==> src/rtl/seg_pc_pkg.sv <==
package seg_pc_pkg;

    localparam int PC_W   = 16;
    localparam int SEG_W  = 6;
    localparam int SR_W   = 16;
    localparam int ADDR_W = PC_W + SEG_W;
    localparam int FLG_W  = SR_W - SEG_W;

    typedef enum logic [2:0] {
        CMD_NONE    = 3'd0,
        CMD_FETCH   = 3'd1,
        CMD_EXT     = 3'd2,
        CMD_BRANCH  = 3'd3,
        CMD_FARJMP  = 3'd4,
        CMD_FARCALL = 3'd5,
        CMD_RESTORE = 3'd6,
        CMD_SET     = 3'd7
    } pc_cmd_e;

    typedef enum logic [1:0] {
        ST_IDLE    = 2'd0,
        ST_PUSH_PC = 2'd1,
        ST_PUSH_SR = 2'd2
    } pc_state_e;

    typedef enum logic [1:0] {
        WSEL_HOLD = 2'd0,
        WSEL_SUM  = 2'd1,
        WSEL_TGT  = 2'd2,
        WSEL_SNAP = 2'd3
    } wr_sel_e;

endpackage

==> src/rtl/seg_pc_adder.sv <==
module seg_pc_adder
    import seg_pc_pkg::*;
#(
    parameter int CORE_VER = 11,
    parameter int DW       = 7
) (
    input  logic [ADDR_W-1:0]    addr_i,
    input  logic signed [DW-1:0] delta_i,
    output logic [ADDR_W-1:0]    sum_o
);

    generate
        if (CORE_VER >= 11) begin : g_full_width
            // Carry and borrow travel into the segment; result is mod 2^ADDR_W.
            logic [ADDR_W-1:0] ext;
            assign ext   = {{(ADDR_W-DW){delta_i[DW-1]}}, delta_i};
            assign sum_o = addr_i + ext;
        end else begin : g_pc_only
            // Segment is passed through; only the low word moves.
            logic [PC_W-1:0] ext;
            logic [PC_W-1:0] low;
            assign ext   = {{(PC_W-DW){delta_i[DW-1]}}, delta_i};
            assign low   = addr_i[PC_W-1:0] + ext;
            assign sum_o = {addr_i[ADDR_W-1:PC_W], low};
        end
    endgenerate

endmodule

==> src/rtl/seg_pc_regs.sv <==
module seg_pc_regs
    import seg_pc_pkg::*;
#(
    parameter logic [ADDR_W-1:0] RST_ADDR = '0
) (
    input  logic              clk,
    input  logic              rst_n,
    input  logic              wr_en_i,
    input  logic [ADDR_W-1:0] wr_addr_i,
    input  logic              flags_we_i,
    input  logic [FLG_W-1:0]  flags_i,
    output logic [PC_W-1:0]   pc_o,
    output logic [SR_W-1:0]   sr_o
);

    always_ff @(posedge clk or negedge rst_n) begin
        if (!rst_n) begin
            pc_o <= RST_ADDR[PC_W-1:0];
            sr_o <= {{FLG_W{1'b0}}, RST_ADDR[ADDR_W-1:PC_W]};
        end else begin
            if (wr_en_i) begin
                pc_o             <= wr_addr_i[PC_W-1:0];
                sr_o[SEG_W-1:0]  <= wr_addr_i[ADDR_W-1:PC_W];
            end
            if (flags_we_i) begin
                sr_o[SR_W-1:SEG_W] <= flags_i;
            end
        end
    end

endmodule

==> src/rtl/seg_pc_ctrl.sv <==
module seg_pc_ctrl
    import seg_pc_pkg::*;
#(
    parameter int                OFF_W    = 6,
    parameter int                DW       = OFF_W + 1,
    parameter logic [ADDR_W-1:0] RST_ADDR = '0
) (
    input  logic                 clk,
    input  logic                 rst_n,
    input  logic [2:0]           cmd_i,
    input  logic [OFF_W-1:0]     br_off_i,
    input  logic                 br_neg_i,
    input  logic [SEG_W-1:0]     far_seg_i,
    input  logic [PC_W-1:0]      far_word_i,
    input  logic [ADDR_W-1:0]    set_addr_i,
    input  logic [ADDR_W-1:0]    cur_addr_i,
    input  logic [ADDR_W-1:0]    sum_i,
    output logic signed [DW-1:0] delta_o,
    output logic                 wr_en_o,
    output logic [ADDR_W-1:0]    wr_addr_o,
    output logic                 busy_o,
    output logic                 push_valid_o,
    output logic                 push_is_sr_o
);

    pc_state_e         state_q, state_d;
    pc_cmd_e           cmd;
    logic [ADDR_W-1:0] snap_q;
    logic [ADDR_W-1:0] tgt_q;
    logic              snap_we;
    logic              tgt_we;
    logic              ld_direct;
    wr_sel_e           wsel;
    logic signed [DW-1:0] mag;

    assign cmd = pc_cmd_e'(cmd_i);
    assign mag = {1'b0, br_off_i};

    // State register
    always_ff @(posedge clk or negedge rst_n) begin
        if (!rst_n) begin
            state_q <= ST_IDLE;
        end else begin
            state_q <= state_d;
        end
    end

    // Next-state logic
    always_comb begin
        state_d = state_q;
        unique case (state_q)
            ST_IDLE:    if (cmd == CMD_FARCALL) state_d = ST_PUSH_PC;
            ST_PUSH_PC: state_d = ST_PUSH_SR;
            ST_PUSH_SR: state_d = ST_IDLE;
            default:    state_d = ST_IDLE;
        endcase
    end

    // Output logic
    always_comb begin
        delta_o      = '0;
        wsel         = WSEL_HOLD;
        ld_direct    = 1'b0;
        snap_we      = 1'b0;
        tgt_we       = 1'b0;
        busy_o       = 1'b0;
        push_valid_o = 1'b0;
        push_is_sr_o = 1'b0;
        unique case (state_q)
            ST_IDLE: begin
                unique case (cmd)
                    CMD_NONE: ;
                    CMD_FETCH: begin
                        delta_o = {{(DW-1){1'b0}}, 1'b1};
                        wsel    = WSEL_SUM;
                        snap_we = 1'b1;
                    end
                    CMD_EXT: begin
                        delta_o = {{(DW-1){1'b0}}, 1'b1};
                        wsel    = WSEL_SUM;
                    end
                    CMD_BRANCH: begin
                        delta_o = br_neg_i ? -mag : mag;
                        wsel    = WSEL_SUM;
                    end
                    CMD_FARJMP: begin
                        ld_direct = 1'b1;
                    end
                    CMD_FARCALL: begin
                        delta_o = {{(DW-1){1'b0}}, 1'b1};
                        wsel    = WSEL_SUM;
                        tgt_we  = 1'b1;
                    end
                    CMD_RESTORE: begin
                        wsel = WSEL_SNAP;
                    end
                    CMD_SET: begin
                        ld_direct = 1'b1;
                    end
                    default: ;
                endcase
            end
            ST_PUSH_PC: begin
                busy_o       = 1'b1;
                push_valid_o = 1'b1;
            end
            ST_PUSH_SR: begin
                busy_o       = 1'b1;
                push_valid_o = 1'b1;
                push_is_sr_o = 1'b1;
                wsel         = WSEL_TGT;
            end
            default: ;
        endcase
    end

    // Address write mux
    always_comb begin
        wr_en_o   = 1'b1;
        wr_addr_o = cur_addr_i;
        if (ld_direct) begin
            wr_addr_o = (cmd == CMD_SET) ? set_addr_i : {far_seg_i, far_word_i};
        end else begin
            unique case (wsel)
                WSEL_HOLD: wr_en_o   = 1'b0;
                WSEL_SUM:  wr_addr_o = sum_i;
                WSEL_TGT:  wr_addr_o = tgt_q;
                WSEL_SNAP: wr_addr_o = snap_q;
                default:   wr_en_o   = 1'b0;
            endcase
        end
    end

    // Start-of-instruction snapshot and call target capture
    always_ff @(posedge clk or negedge rst_n) begin
        if (!rst_n) begin
            snap_q <= RST_ADDR;
            tgt_q  <= '0;
        end else begin
            if (snap_we) snap_q <= cur_addr_i;
            if (tgt_we)  tgt_q  <= {far_seg_i, far_word_i};
        end
    end

endmodule

==> src/rtl/seg_pc_unit.sv <==
module seg_pc_unit
    import seg_pc_pkg::*;
#(
    parameter int                CORE_VER = 11,
    parameter int                OFF_W    = 6,
    parameter logic [ADDR_W-1:0] RST_ADDR = '0
) (
    input  logic                clk,
    input  logic                rst_n,
    input  logic [2:0]          cmd,
    input  logic [OFF_W-1:0]    br_off,
    input  logic                br_neg,
    input  logic [SEG_W-1:0]    far_seg,
    input  logic [PC_W-1:0]     far_word,
    input  logic [ADDR_W-1:0]   set_addr,
    input  logic                flags_we,
    input  logic [FLG_W-1:0]    flags_in,
    output logic [ADDR_W-1:0]   fetch_addr,
    output logic [PC_W-1:0]     pc_q,
    output logic [SR_W-1:0]     sr_q,
    output logic                busy,
    output logic                push_valid,
    output logic                push_is_sr,
    output logic [PC_W-1:0]     push_data
);

    localparam int DW = OFF_W + 1;

    logic signed [DW-1:0] delta;
    logic [ADDR_W-1:0]    sum;
    logic                 wr_en;
    logic [ADDR_W-1:0]    wr_addr;

    assign fetch_addr = {sr_q[SEG_W-1:0], pc_q};
    assign push_data  = push_is_sr ? sr_q : pc_q;

    seg_pc_adder #(
        .CORE_VER (CORE_VER),
        .DW       (DW)
    ) u_adder (
        .addr_i  (fetch_addr),
        .delta_i (delta),
        .sum_o   (sum)
    );

    seg_pc_ctrl #(
        .OFF_W    (OFF_W),
        .DW       (DW),
        .RST_ADDR (RST_ADDR)
    ) u_ctrl (
        .clk          (clk),
        .rst_n        (rst_n),
        .cmd_i        (cmd),
        .br_off_i     (br_off),
        .br_neg_i     (br_neg),
        .far_seg_i    (far_seg),
        .far_word_i   (far_word),
        .set_addr_i   (set_addr),
        .cur_addr_i   (fetch_addr),
        .sum_i        (sum),
        .delta_o      (delta),
        .wr_en_o      (wr_en),
        .wr_addr_o    (wr_addr),
        .busy_o       (busy),
        .push_valid_o (push_valid),
        .push_is_sr_o (push_is_sr)
    );

    seg_pc_regs #(
        .RST_ADDR (RST_ADDR)
    ) u_regs (
        .clk        (clk),
        .rst_n      (rst_n),
        .wr_en_i    (wr_en),
        .wr_addr_i  (wr_addr),
        .flags_we_i (flags_we),
        .flags_i    (flags_in),
        .pc_o       (pc_q),
        .sr_o       (sr_q)
    );

endmodule

==> config.mk <==
export PLATFORM = sky130hd
export DESIGN_NAME = seg_pc_unit
export DESIGN_NICKNAME = d
export VERILOG_FILES = /design/src/rtl/seg_pc_pkg.sv /design/src/rtl/seg_pc_adder.sv /design/src/rtl/seg_pc_regs.sv /design/src/rtl/seg_pc_ctrl.sv /design/src/rtl/seg_pc_unit.sv
export SDC_FILE = /design/constraint.sdc
export NUM_CORES = 1
export LEC_CHECK = 0
export ABC_AREA = 0
export BUFFER_PORTS_ARGS = -buffer_cell sky130_fd_sc_hd__buf_4
export CAP_MARGIN = 20
export CORE_ASPECT_RATIO = 0.7
export CORE_UTILIZATION = 41
export CTS_CLUSTER_DIAMETER = 30
export CTS_CLUSTER_SIZE = 20
export DETAILED_ROUTE_END_ITERATION = 10
export PLACE_DENSITY = 0.67
export SETUP_SLACK_MARGIN = 0.15
export SLEW_MARGIN = 0
export SYNTH_ARGS = -nofsm -noshare
export SYNTH_HDL_FRONTEND = slang
export SYNTH_SLANG_ARGS = --single-unit
==> constraint.sdc <==
create_clock -name clk -period 3.7 [get_ports clk]
set_input_delay 0 -clock clk [delete_from_list [all_inputs] [get_ports clk]]
set_output_delay 0 -clock clk [all_outputs]
set_load 0.02 [all_outputs]
==> summary.md <==
| Metric | Value |
|---|---|
| Critical Path RT | 3.90 ns |
| Wirelength per Cell | 19.38 um |
| Post-synth top area share | 0.3658 |
| Pwr per Cell Area | 829.3 nW/um^2 |
| Post-DRT Antenna Nets | 0 |
| Initial DRC Count | 247 |
| WHS Path Cells | 3 |
| Top cells by count, synth | dfrtp_1 (78), mux2_2 (70), nand2_1 (56) |
| Max-Cap Viols | 0 |
| Fin. Hold Viols | 0 |
| Critical Path End Type | flop |
| Vias per inst | 5.582 |
| DRC errors left | 14 |
| # rows | 34 |
| Max Freq | 0.3019 GHz |
| Buffers on Ports | 139 |
| Synthesized area per cell | 9.975 sq um |
| Most common flop cell mapped by yosys | dfrtp_1 |
| Final layout net count | 784 |
| CTS Buf Count | 9 |
| Root Buffer Master | clkbuf_16 |
| Clk_lat worst skew | 0.34 ns |
| Static leakage | 0.003335 uW |
| First-pass GRT wire length | 26.34 mm |
| Crit Path Class | reg -> reg |
| Gr usage total | 0.2522 |
| Register bit total from synthesis | 78 |
| Worst vdd ir | 0.4499 mV |
| Tmin final | 3.312 ns |
| Layout area overhead | 35.12% |
| Unrepaired setup endpoints after global routing | no |
| Final setup viols | 0 |
| Bufs on Longest Clock Path | 2 |
| Critical path arrival | 3.51 ns |
| Post-Syn Nets | 631 |
| Most common cell in the netlist | dfrtp_1 |
| Worst Skew | 0.004563 ns |
| Mapped cell area | 5336 sq um |
| Vias in the first global route | 4,805 |
| Synthesized instance count | 535 |
| Ys Warns | 0 |
| Crit start category | flop |
| Largest net degree at the start of global routing | 79 |
| Cells on worst reg2reg path | 14 |
| H-Tree Depth | 3 |
| Fin util | 0.5746 |
| Rel. slew slack | 0.4281 |
| Gr ovfl total | 0 |
| Post-synth EDFFs | 0 |
| Routed WL | 16.57 mm |
| Setup TNS | 0 ns |
| Total Die Area | 13,480 sq um |
| Yosys cell types | 57 |
| Clk sinks | 78 |
| Share of layout cells above drive strength 1 | 0.3853 |
| Asr flop ratio synth | 1.000 |
| Drt pass-1 iters | 8 |
| Status | complete, but fails checks |
| Max FO, Critical Path | 9 |
| Core ar. | 12,550 sq um |
| Fillers | 1,086 |
| Max Slew Vio Count | 0 |
| Period utilisation layout | 0.8951 |
| Top cells by area, synth | dfrtp_1 (37%), mux2_2 (15%), ha_1 (6.6%) |
| DP HPWL | 11.60 mm |
| Worst slew pin tran | 0.8578 ns |
| Via count | 4,773 |
| Worst hold path type | in -> reg |
| Violated checks | design-rule violations |
| Clock slew at reported path FFs | 0.06 ns |
| Initial antenna violation count | 0 |
| Area leader, netlist | dfrtp_1 |
| Gpl congestion | 0.8562 |
| ANT cells | 0 |
| Sequential share of the synthesized area | 0.3658 |
| CTS tree | built |
| Chip Width | 138.4 um |
| Die H | 97.45 um |
| Initial Util | 0.4252 |
| I/O pins | 140 |
==> metal layers <==
| metal | global-route usage | vias to the layer above | wire length, um |
|---|---|---|---|
| met1 | 0.3613 | 2369 | 8099 |
| met3 | 0.04140 | 17 | 702 |
| li1 | - | 2250 | - |
| met5 | 0 | - | 0 |
| met4 | 0.05099 | 0 | 131 |
| met2 | 0.4002 | 137 | 7634 |
==> placed cells by master, fill, tap and decap left out, types with 6 or more instances in the layout <==
| master | synthesis | final |
|---|---|---|
| a221o_1 | 6 | 6 |
| mux2_2 | 70 | 70 |
| clkbuf_16 | 0 | 9 |
| dfrtp_1 | 78 | 78 |
| a21oi_1 | 23 | 21 |
| ha_1 | 28 | 27 |
| buf_4 | 23 | 157 |
| a221oi_1 | 9 | 9 |
| dlygate4sd3_1 | 0 | 40 |
| xor2_1 | 12 | 12 |
| o311a_1 | 7 | 7 |
| a21o_1 | 13 | 13 |
| nand3_1 | 17 | 17 |
| o21ai_0 | 17 | 17 |
| inv_1 | 9 | 9 |
| mux2i_1 | 11 | 11 |
| xnor2_1 | 10 | 10 |
| nand2_1 | 56 | 56 |
| nor2_1 | 29 | 29 |
| a22oi_1 | 7 | 7 |
| o211ai_1 | 10 | 10 |
| a31oi_1 | 8 | 8 |
==> report_power, final <==
part	total, uW	internal (uW)	switching (uW)
Combinational	3320	1510	1810
Clock	997	628	369
Sequential	1660	1250	414
Total	5980	3380	2600
==> logic make-up (layout without fill, tap and decap cells) <==
kind of cell             count (synthesis)  after routing  synth area share
adder cells (fa/ha/maj)                 29             29           0.06940
buffers and inverters                   66            224           0.06401
AND/OR/NAND/NOR                        131            131            0.1158
flip-flops                              78             78            0.3658
multiplexers                            81             81            0.1683
XOR/XNOR                                22             22           0.03611
AO/OA/AOI/OAI                          128            128            0.1805
==> critical path, cell delays in order, from the launching register on <==
cell and delay, ns:
dfrtp_1 0.40, inv_1 0.15, ha_4 0.20, nand4b_1 0.17, nor3b_4 0.21, buf_4 0.19, ha_1 0.31, a21oi_1 0.21
nor2_1 0.10, a31oi_4 0.18, nand3_1 0.15, a221o_1 0.38, a211oi_2 0.21, xor2_1 0.20, o221ai_1 0.12
==> cell type report <==
cell class                      count  area (sq um)  share of cell area
Multi-Input combinational cell    391          3078              0.4269
Sequential cell                    78          1952              0.2707
Timing Repair Buffer              198          1607              0.2228
Clock buffer                       11         252.7             0.03505
Tap cell                          162         202.7             0.02811
Clock inverter                      5         81.33             0.01128
Inverter                           10         37.54            0.005206
==> state kept, by name, indices dropped and copies added, names as in the netlist <==
register        count
u_regs.pc_o        16
u_ctrl.snap_q      22
u_ctrl.tgt_q       22
u_regs.sr_o        16
u_ctrl.state_q      2
==> path summary, 6_finish.rpt <==
check,startpoint,endpoint,slack (ns)
worst max-delay path,u_ctrl.state_q[0]$_DFFE_PN0P_,u_regs.sr_o[3]$_DFFE_PN0P_,0.39
worst min-delay path,set_addr[17],u_regs.sr_o[1]$_DFFE_PN0P_,0.0001
worst max register to register,u_ctrl.state_q[0]$_DFFE_PN0P_,u_regs.sr_o[3]$_DFFE_PN0P_,0.39
worst min register to register,u_ctrl.tgt_q[1]$_DFFE_PN0P_,u_ctrl.tgt_q[1]$_DFFE_PN0P_,0.51
max in group asynchronous,rst_n,u_regs.sr_o[1]$_DFFE_PN0P_,2.96
min in group asynchronous,rst_n,u_regs.pc_o[8]$_DFFE_PN0P_,0.15
==> repair_timing <==
action	CTS	global route
endpoints found under the hold margin	117	0
pin swaps	0	2
gates cloned	0	0
gates resized for setup	1	5
setup endpoints to repair	7	7
setup buffers	0	2
hold buffers	40	0
==> per-stage QoR <==
stage                     setup WS [ns]  instance area [sq um]  hold WS (ns)  total power [uW]  instances
after CTS                        0.1646                   7144     0.0008533              5960        852
after floorplan                  0.1895                   5341       -0.2956              3835        535
after detailed placement        0.08971                   6404        0.2394              4905        796
after global routing             0.1742                   7211       0.01574              6357        855
after global placement           0.2221                   6404        0.2331              4845        796
final                            0.3881                   7211     0.0001074              5980        855
(Power assumes the default switching activity.)
